### config.mk
export PLATFORM = sky130hd
export DESIGN_NAME = sync_serial_port
export DESIGN_NICKNAME = d
export VERILOG_FILES = /design/src/rtl/ssp_pkg.sv /design/src/rtl/ssp_regs.sv /design/src/rtl/ssp_clkgen.sv /design/src/rtl/ssp_sync.sv /design/src/rtl/ssp_shift.sv /design/src/rtl/sync_serial_port.sv
export SDC_FILE = /design/constraint.sdc
export NUM_CORES = 1
export LEC_CHECK = 0
export ABC_AREA = 1
export BUFFER_PORTS_ARGS = -buffer_cell sky130_fd_sc_hd__buf_2
export CORE_MARGIN = 2
export CORE_UTILIZATION = 35
export DETAILED_ROUTE_END_ITERATION = 10
export SLEW_MARGIN = 25
export SYNTH_ARGS = -nofsm -noshare
export SYNTH_HDL_FRONTEND = slang
export SYNTH_SLANG_ARGS = --single-unit
### constraint.sdc
create_clock -name clk -period 2.2 [get_ports clk]
set_clock_uncertainty 0.1 [all_clocks]
set_input_delay 0.44 -clock clk [delete_from_list [all_inputs] [get_ports clk]]
set_output_delay 0.44 -clock clk [all_outputs]
set_load 0.01 [all_outputs]
### src/rtl/ssp_pkg.sv
package ssp_pkg;

  typedef struct packed {
    logic ien;
    logic hshk;
    logic tx;
    logic master;
  } ssp_ctrl_t;

  localparam int CTRL_BITS = 4;

  localparam logic [1:0] ADDR_CTRL = 2'd0;
  localparam logic [1:0] ADDR_DATA = 2'd1;
  localparam logic [1:0] ADDR_STAT = 2'd2;
  localparam logic [1:0] ADDR_DIV  = 2'd3;

endpackage

### src/rtl/ssp_regs.sv
module ssp_regs
  import ssp_pkg::*;
#(
  parameter int DATA_W    = 8,
  parameter int DIV_W     = 8,
  parameter int MIN_HALF  = 2,
  parameter int DIV_RESET = 4
) (
  input  logic              clk,
  input  logic              rst,
  input  logic [1:0]        addr,
  input  logic              wr,
  input  logic              rd,
  input  logic [DATA_W-1:0] wdata,
  output logic [DATA_W-1:0] rdata,
  input  logic              busy,
  input  logic              xfer_done,
  input  logic [DATA_W-1:0] rx_byte,
  output ssp_ctrl_t         ctrl,
  output logic [DATA_W-1:0] tx_byte,
  output logic [DIV_W-1:0]  half_div,
  output logic              start,
  output logic              irq
);

  localparam logic [DIV_W-1:0] FLOOR = DIV_W'(MIN_HALF);

  ssp_ctrl_t         ctrl_q;
  logic [DIV_W-1:0]  div_q;
  logic [DATA_W-1:0] tx_q;
  logic              done_q;
  logic              data_touch;
  logic [CTRL_BITS-1:0] ctrl_bits;

  assign start      = wr && (addr == ADDR_STAT) && wdata[0] && !busy;
  assign data_touch = (wr || rd) && (addr == ADDR_DATA);
  assign ctrl_bits  = ctrl_q;

  always_ff @(posedge clk) begin
    if (rst) begin
      ctrl_q <= '0;
      div_q  <= DIV_W'(DIV_RESET);
      tx_q   <= '0;
      done_q <= 1'b0;
      rdata  <= '0;
    end else begin
      if (wr && !busy && addr == ADDR_CTRL)
        ctrl_q <= ssp_ctrl_t'(wdata[CTRL_BITS-1:0]);
      if (wr && !busy && addr == ADDR_DIV)
        div_q <= (wdata[DIV_W-1:0] < FLOOR) ? FLOOR : wdata[DIV_W-1:0];
      if (wr && addr == ADDR_DATA)
        tx_q <= wdata;
      if (xfer_done)
        done_q <= 1'b1;
      else if (data_touch)
        done_q <= 1'b0;
      if (rd) begin
        case (addr)
          ADDR_CTRL: rdata <= DATA_W'(ctrl_bits);
          ADDR_DATA: rdata <= rx_byte;
          ADDR_STAT: rdata <= DATA_W'({done_q, busy});
          default:   rdata <= DATA_W'(div_q);
        endcase
      end
    end
  end

  assign ctrl     = ctrl_q;
  assign half_div = div_q;
  assign tx_byte  = tx_q;
  assign irq      = done_q & ctrl_q.ien;

  AST_DIV_FLOOR: assert property (@(posedge clk) disable iff (rst)
    div_q >= FLOOR);
  AST_CTRL_FROZEN: assert property (@(posedge clk) disable iff (rst)
    busy && $past(busy) |-> $stable(ctrl_q));
  AST_DONE_AFTER_BUSY: assert property (@(posedge clk) disable iff (rst)
    $rose(done_q) |-> !busy);

endmodule

### src/rtl/ssp_clkgen.sv
module ssp_clkgen #(
  parameter int DIV_W = 8
) (
  input  logic             clk,
  input  logic             rst,
  input  logic             start,
  input  logic             busy,
  input  logic             idle_lvl,
  input  logic [DIV_W-1:0] half_div,
  output logic             lvl
);

  logic [DIV_W-1:0] cnt;

  always_ff @(posedge clk) begin
    if (rst) begin
      cnt <= '0;
      lvl <= 1'b0;
    end else if (start) begin
      cnt <= '0;
      lvl <= idle_lvl;
    end else if (busy) begin
      if (cnt == half_div - 1'b1) begin
        cnt <= '0;
        lvl <= ~lvl;
      end else begin
        cnt <= cnt + 1'b1;
      end
    end else begin
      cnt <= '0;
      lvl <= idle_lvl;
    end
  end

  AST_LVL_STILL_IDLE: assert property (@(posedge clk) disable iff (rst)
    !$past(busy) && !$past(busy, 2) && ($past(idle_lvl) == $past(idle_lvl, 2))
      |-> $stable(lvl));

endmodule

### src/rtl/ssp_sync.sv
module ssp_sync #(
  parameter int STAGES = 2
) (
  input  logic clk,
  input  logic rst,
  input  logic din,
  output logic dout
);

  logic [STAGES-1:0] chain;

  for (genvar i = 0; i < STAGES; i++) begin : g_stage
    if (i == 0) begin : g_first
      always_ff @(posedge clk) begin
        if (rst) chain[0] <= 1'b0;
        else     chain[0] <= din;
      end
    end else begin : g_next
      always_ff @(posedge clk) begin
        if (rst) chain[i] <= 1'b0;
        else     chain[i] <= chain[i-1];
      end
    end
  end

  assign dout = chain[STAGES-1];

endmodule

### src/rtl/ssp_shift.sv
module ssp_shift #(
  parameter int DATA_W = 8
) (
  input  logic              clk,
  input  logic              rst,
  input  logic              start,
  input  logic [DATA_W-1:0] tx_byte,
  input  logic              is_tx,
  input  logic              line,
  input  logic              din,
  output logic              busy,
  output logic              sdo,
  output logic              done,
  output logic [DATA_W-1:0] rx_byte
);

  localparam int EDGES = 2 * DATA_W;
  localparam int CNT_W = $clog2(EDGES + 1);
  localparam logic [CNT_W-1:0] LAST = CNT_W'(EDGES - 1);

  logic              line_q;
  logic              rise, fall;
  logic              seen_rise;
  logic [CNT_W-1:0]  ecnt;
  logic [DATA_W-1:0] sr, sr_nx;

  assign rise = line & ~line_q;
  assign fall = ~line & line_q;

  always_comb begin
    sr_nx = sr;
    if (busy && rise && !is_tx)
      sr_nx = {sr[DATA_W-2:0], din};
    else if (busy && fall && seen_rise && is_tx)
      sr_nx = {sr[DATA_W-2:0], 1'b0};
  end

  always_ff @(posedge clk) begin
    if (rst) begin
      line_q    <= 1'b0;
      busy      <= 1'b0;
      seen_rise <= 1'b0;
      ecnt      <= '0;
      sr        <= '0;
      done      <= 1'b0;
      rx_byte   <= '0;
    end else begin
      line_q <= line;
      done   <= 1'b0;
      if (start) begin
        busy      <= 1'b1;
        sr        <= tx_byte;
        ecnt      <= '0;
        seen_rise <= 1'b0;
      end else if (busy && (rise || fall)) begin
        sr   <= sr_nx;
        ecnt <= ecnt + 1'b1;
        if (rise) seen_rise <= 1'b1;
        if (ecnt == LAST) begin
          busy    <= 1'b0;
          done    <= 1'b1;
          rx_byte <= sr_nx;
        end
      end
    end
  end

  assign sdo = sr[DATA_W-1];

  AST_EDGE_BOUND: assert property (@(posedge clk) disable iff (rst)
    busy |-> ecnt < CNT_W'(EDGES));
  AST_DONE_ENDS_BUSY: assert property (@(posedge clk) disable iff (rst)
    done |-> !busy && $past(busy));

endmodule

### src/rtl/sync_serial_port.sv
module sync_serial_port
  import ssp_pkg::*;
#(
  parameter int DATA_W      = 8,
  parameter int DIV_W       = 8,
  parameter int SYNC_STAGES = 2,
  parameter int DIV_RESET   = 4
) (
  input  logic              clk,
  input  logic              rst,
  input  logic [1:0]        reg_addr,
  input  logic              reg_wr,
  input  logic              reg_rd,
  input  logic [DATA_W-1:0] reg_wdata,
  output logic [DATA_W-1:0] reg_rdata,
  input  logic              sclk_in,
  output logic              sclk_out,
  output logic              sclk_oe,
  input  logic              sdata_in,
  output logic              sdata_out,
  output logic              sdata_oe,
  output logic              irq
);

  localparam int MIN_HALF = 2;

  ssp_ctrl_t         ctrl;
  logic [DATA_W-1:0] tx_byte, rx_byte;
  logic [DIV_W-1:0]  half_div;
  logic              start, busy, done;
  logic              lvl, sclk_sync, line, sdo;

  ssp_regs #(
    .DATA_W(DATA_W), .DIV_W(DIV_W), .MIN_HALF(MIN_HALF), .DIV_RESET(DIV_RESET)
  ) u_regs (
    .clk(clk), .rst(rst), .addr(reg_addr), .wr(reg_wr), .rd(reg_rd),
    .wdata(reg_wdata), .rdata(reg_rdata), .busy(busy), .xfer_done(done),
    .rx_byte(rx_byte), .ctrl(ctrl), .tx_byte(tx_byte), .half_div(half_div),
    .start(start), .irq(irq)
  );

  ssp_clkgen #(.DIV_W(DIV_W)) u_clkgen (
    .clk(clk), .rst(rst), .start(start), .busy(busy && ctrl.master),
    .idle_lvl(ctrl.hshk), .half_div(half_div), .lvl(lvl)
  );

  ssp_sync #(.STAGES(SYNC_STAGES)) u_sync (
    .clk(clk), .rst(rst), .din(sclk_in), .dout(sclk_sync)
  );

  assign line = ctrl.master ? lvl : sclk_sync;

  ssp_shift #(.DATA_W(DATA_W)) u_shift (
    .clk(clk), .rst(rst), .start(start), .tx_byte(tx_byte), .is_tx(ctrl.tx),
    .line(line), .din(sdata_in), .busy(busy), .sdo(sdo), .done(done),
    .rx_byte(rx_byte)
  );

  // Handshake: low phases pulled down, high phases left to the pull-up.
  assign sclk_oe   = ctrl.master & (ctrl.hshk ? ~lvl : 1'b1);
  assign sclk_out  = ctrl.master & ~ctrl.hshk & lvl;
  assign sdata_oe  = ctrl.tx;
  assign sdata_out = sdo;

  AST_HS_NO_HIGH_DRIVE: assert property (@(posedge clk) disable iff (rst)
    ctrl.hshk |-> !(sclk_oe && sclk_out));
  AST_IDLE_PIN_LEVEL: assert property (@(posedge clk) disable iff (rst)
    ctrl.master && !busy && !$past(busy) && !$past(busy, 2) && $stable(ctrl) && ($past(ctrl) == $past(ctrl, 2))
      |-> (ctrl.hshk ? !sclk_oe : (sclk_oe && !sclk_out)));

endmodule

Yosys cells after proc, flatten, opt, wreduce, memory -nomap -nowiden:

Cells that the tools add are included.

* flip-flop bits (word level): 65
* input port bits: 16
* output and inout bits: 13
* word-level logic and storage cells: 88

* add/subtract/negate cells: 3
* $lt $le $gt $ge: 1
* equality and inequality tests: 6
* multiplexer cells: 17
* bitwise operators: 13
* reductions and logical operators: 29

Operators by type and width (count)
* 2-to-1 mux 8 bit: 5
* one-hot mux 8 bit (3 select lines): 1
* logical AND 1 bit: 15
* 2-to-1 mux 1 bit: 11
* adder 8 x 1 -> 8 bit, second input constant: 1
* equality test 8 bit: 1
* < comparator 8 x 2 -> 1 bit, second input constant: 1
* subtractor 8 x 1 -> 8 bit, second input constant: 1
* NOT 1 bit: 7
* AND 1 bit: 6
* nonzero test 2 bit: 3
* adder 5 x 1 -> 5 bit, second input constant: 1
* equality test 5 x 4 -> 1 bit, second input constant: 1
* equality test 2 bit, second input constant: 2
* AND reduction 2 bit: 2
* OR reduction 4 bit: 1
* inequality test 3 bit, second input constant: 1
* AND reduction 3 bit: 1
* OR reduction 3 bit: 1
* equality test 2 x 1 -> 1 bit, second input constant: 1
* logical NOT 1 bit: 2
* logical NOT 2 bit: 1
* logical OR 1 bit: 2
* OR reduction 2 bit: 1

Longest topological paths before layout:

* word-level depth: 10
* depth in mapped cells: 14
* depth with buffers taken out: 14

Hierarchy:

A second synthesis with hierarchy kept.

* cells, all modules: 457
* area, all modules: 3210.6 um^2

Modules (own cells, without submodules)
* ssp_regs: times used 1, cells each 173, area each 1223.7 um^2, seq. area each 580.6 um^2
* ssp_shift: times used 1, cells each 169, area each 1212.4 um^2, seq. area each 500.5 um^2
* ssp_clkgen: times used 1, cells each 101, area each 681.9 um^2, seq. area each 180.2 um^2
* ssp_sync: times used 1, cells each 6, area each 55.1 um^2, seq. area each 40.0 um^2
* sync_serial_port: times used 1, cells each 8, area each 37.5 um^2, seq. area each 0.0 um^2

Worst setup path after synthesis:

No wires, ideal clock.

* path type: register to register
* from: register u_regs.ctrl_q, in the netlist u_regs.ctrl[0]
* to: register u_shift.rx_byte[4]
* data arrival time: 1.529 ns
* required time: 2.026 ns
* path slack: 0.497 ns
* stages on the path, launching flop included: 11
* path buffers: 0
* path through: dfxtp_1 > inv_1 > nand2_1 > nand2_1 > inv_1 > ha_1 > nor2_4 > nand2_1 > nor2_2 > nand2_1 > o21ai_0

* word-level cells in the longest chain between the ends: 8
* elaborated cells on any way between the ends: 14

Ends and longest elaborated chain
* from (decl): RTL line ssp_regs.sv:28 `ssp_ctrl_t ctrl_q;`
* from (signal assigned): RTL line ssp_regs.sv:48 `ctrl_q <= ssp_ctrl_t'(wdata[CTRL_BITS-1:0]);`
* 2-to-1 mux 1 bit (*): RTL line sync_serial_port.sv:51 `assign line = ctrl.master ? lvl : sclk_sync;`
* named net line: RTL line sync_serial_port.sv:31 `logic lvl, sclk_sync, line, sdo;`
* NOT 1 bit: RTL line ssp_shift.sv:28 `assign fall = ~line & line_q;`
* AND 1 bit: RTL line ssp_shift.sv:28
* logical AND 1 bit (3 in series): RTL line ssp_shift.sv:34 `else if (busy && fall && seen_rise && is_tx)`
* 2-to-1 mux 8 bit: RTL line ssp_shift.sv:34
* 2-to-1 mux 8 bit: RTL line ssp_shift.sv:32 `if (busy && rise && !is_tx)`
* to (signal assigned): RTL line ssp_shift.sv:62 `rx_byte <= sr_nx;`
* to (decl): RTL line ssp_shift.sv:14 `output logic [DATA_W-1:0] rx_byte`

The timed path passes the listed nets; every way through them passes the cells marked *.
A chain may end at the register's enable or synchronous reset.

Final worst setup path:

* from: register u_regs.ctrl_q, in the netlist u_regs.ctrl[0]
* to: register u_shift.rx_byte[6]

The elaborated chain is that of the path after synthesis.

==> summary.md <==
| Metric | Value |
|---|---|
| Setup Buffers After CTS | `0` |
| Final wirelength | `7060 um` |
| Core Box Area | `0.00859 mm^2` |
| Multi-input combinational cell area | `0.00146 mm^2` |
| Pwr dens | `744 mW/mm^2` |
| Met3 Wirelength | `204 um` |
| Initial Util | `35.4%` |
| Final hold viol count | `0` |
| Routability Congestion | `0.832` |
| Worst Path Arrival | `2.09 ns` |
| Clk slew on worst S/H paths | `0.07 ns` |
| Fillers | `915` |
| Fmax | `0.521 GHz` |
| H-tree depth | `3` |
| Max-cap viol count | `0` |
| Setup Crit Path Kind | `reg -> reg` |
| Synth Area per Inst | `7.17 um^2` |
| Setup TNS | `0 ns` |
| Antenna violations before repair | `0` |
| Leading post-synthesis cells by cell area | `dfxtp_1 43%, nand2_1 13%, inv_1 6.3%` |
| Detailed Routing Iterations Pass 1 | `4` |
| Synth top cells by count | `104 x nand2_1, 65 x dfxtp_1, 51 x inv_1` |
| Vias per cell | `4.76` |
| Final hold slack | `0.192 ns` |
| Diode count | `0` |
| DRT antenna net count | `0` |
| Netlist cell types | `37` |
| DR WL/cell | `12.3 um` |
| DR vias | `2,725` |
| Total grt overflow | `0` |
| Sequential fraction of the synthesis area | `42.8%` |
| Asr flop ratio synth | `0%` |
| CP Capture Type | `flop` |
| FF+latch count, synth | `65` |
| Share of layout cells above drive strength 1 | `15.1%` |
| Post-synth EDFFs | `0` |
| Chip height | `97.2 um` |
| Chip width | `97.2 um` |
| Max VDD drop | `0.323 mV` |
| TritonCTS clock tree | `done` |
| Die ar. | `0.00945 mm^2` |
| Clk_lat worst skew | `0.35 ns` |
| Required time of the critical path | `2.37 ns` |
| # hold bufs at CTS | `0` |
| Largest net degree at the start of global routing | `24` |
| Sink Count | `65` |
| Met1 WL | `3220 um` |
| Tcrit/Tclk final | `87.3%` |
| HP Class | `in -> reg` |
| Synthesized instance count | `424` |
| Ports | `29` |
| Cell taking the most area after synthesis | `dfxtp_1` |
| Minimum clock period | `1.92 ns` |
| Flop-to-flop setup slack | `0.28 ns` |
| Met2 routed WL | `3400 um` |
| FF/Latch Area | `0.00130 mm^2` |
| Top-area cell type share of the netlist area | `42.8%` |
| GRT Overall Usage | `16.3%` |
| HPWL Detailed | `5330 um` |
| Crit path max fanout | `9` |
| Cts bufs inserted | `9` |
| Final setup violation count | `0` |
| 1st-iter DRT viols | `123` |
| First-pass GRT wire length | `12,400 um` |
| Residual DRC | `0` |
| Mapped Area | `0.00304 mm^2` |
| Number of global-route vias before repair | `2,696` |
| Root buffer cell | `clkbuf_8` |
| Worst-Margin Slew | `0.397 ns` |
| Syn_nets | `446` |
| Area growth syn-to-layout | `16.5%` |
| Clock tree buffer depth | `2` |
| Most frequent cell after synthesis | `nand2_1` |
| Nets | `481` |
| P_leak | `1.52 nW` |
| Main flop type after synthesis | `dfxtp_1` |
| Critical Path Start Type | `flop` |
| Worst slew margin | `73.5%` |
| Top sig layer | `met4` |
| Slew Limit Fails | `0` |
| Rows | `34` |
| I/O Buffers | `28` |
| Outcome | `complete, no violations` |
| RSZ-0062 raised after global routing | `false` |
| Ys Warns | `0` |
[registers in the layout (all words and copies together), names as in the netlist]
| register | cells |
|---|---|
| u_sync.dout | 1 |
| u_clkgen.lvl | 1 |
| u_regs.ctrl | 4 |
| u_shift.done | 1 |
| u_shift.line_q | 1 |
| u_regs.done_q | 1 |
| u_sync.chain | 1 |
| u_shift.sr | 8 |
| u_clkgen.cnt | 8 |
| u_shift.ecnt | 5 |
| u_regs.tx_byte | 8 |
| u_shift.busy | 1 |
| u_shift.rx_byte | 8 |
| u_shift.seen_rise | 1 |
| u_regs.half_div | 8 |
| u_regs.rdata | 8 |
[per-layer routing]
layer  up-vias  track usage (%)
met3        19             3.53
li1       1434                -
met5         -                0
met4         0             8.65
met2        38             27.9
met1      1234             19.0
[cells in the final DEF (no fill, tap or decap), types with 2 or more instances in the layout]
master | Yosys | routed
a211oi_1 | 2 | 2
a21oi_1 | 30 | 30
a31oi_1 | 9 | 9
buf_2 | 1 | 28
buf_4 | 1 | 7
bufinv_16 | 0 | 2
clkbuf_8 | 1 | 12
dfxtp_1 | 65 | 65
ha_1 | 6 | 6
inv_1 | 51 | 51
inv_2 | 6 | 6
nand2_1 | 104 | 104
nand3_1 | 23 | 23
nor2_1 | 48 | 48
nor2_2 | 5 | 4
nor2_4 | 2 | 3
nor3_1 | 2 | 2
o21ai_0 | 25 | 25
o21ai_1 | 4 | 4
o21ai_2 | 2 | 2
o221ai_1 | 5 | 5
xnor2_1 | 3 | 3
xor2_1 | 9 | 9
[power breakdown]
part | total (mW) | leakage (nW) | switching (mW) | internal (mW)
combinational | 0.202 | 0.867 | 0.132 | 0.0698
sequential | 1.23 | 0.528 | 0.0226 | 1.21
clock | 1.21 | 0.123 | 0.474 | 0.731
[final cells by class]
type	instances	area share, %
clock buffer	12	4.66
clock inverter	4	2.08
inverter	57	6.04
multi-input combinational	291	41.2
sequential	65	36.7
tap	108	3.81
timing repair buffer	35	5.44
[critical path: stages (launching register included)]
cell and delay, ns:
dfxtp_1 0.33, inv_1 0.11, nand2_1 0.06, nand2_1 0.08, inv_1 0.06, ha_1 0.32, nor2_4 0.21, nand2_1 0.21
nor2_4 0.22, nand2_1 0.08, o21ai_0 0.07
[repair_timing]
action / 4_1_cts / 5_1_grt
resized for setup: 0 / 1
endpoints found under the setup margin: 0 / 2
hold endpoints to repair: 0 / 0
[through the flow]
stage               worst slack, ns  power, mW  cell area, um^2  utilization, %  cells
floorplan                     0.497       1.39             3040               -    424
global placement              0.305       1.45             3300            38.4    556
detailed placement            0.220       1.46             3300            38.4    556
CTS                           0.197       2.66             3540            41.2    572
global route                 0.0623       2.75             3540            41.2    572
finish                        0.280       2.63             3540            41.2    572
[worst paths after layout]
check / startpoint / end / cells past startpoint
worst max-delay path: u_regs.ctrl[0] / u_shift.rx_byte[6] / 10
worst min-delay path: sclk_in / u_sync.chain[0] / 3
worst max register to register: u_regs.ctrl[0] / u_shift.rx_byte[6] / 10
worst min register to register: u_sync.chain[0] / u_sync.dout / 2
[kinds of logic after synthesis]
logic type	share of synthesized area, %
and+or+nand+nor	26.8
AOI/OAI and AO/OA	15.1
buffers and inverters	9.38
DFF	42.8
xor gates and xnor gates	3.46
adders and majority gates	2.47
Note: power is estimated with default switching activity, not from simulation.
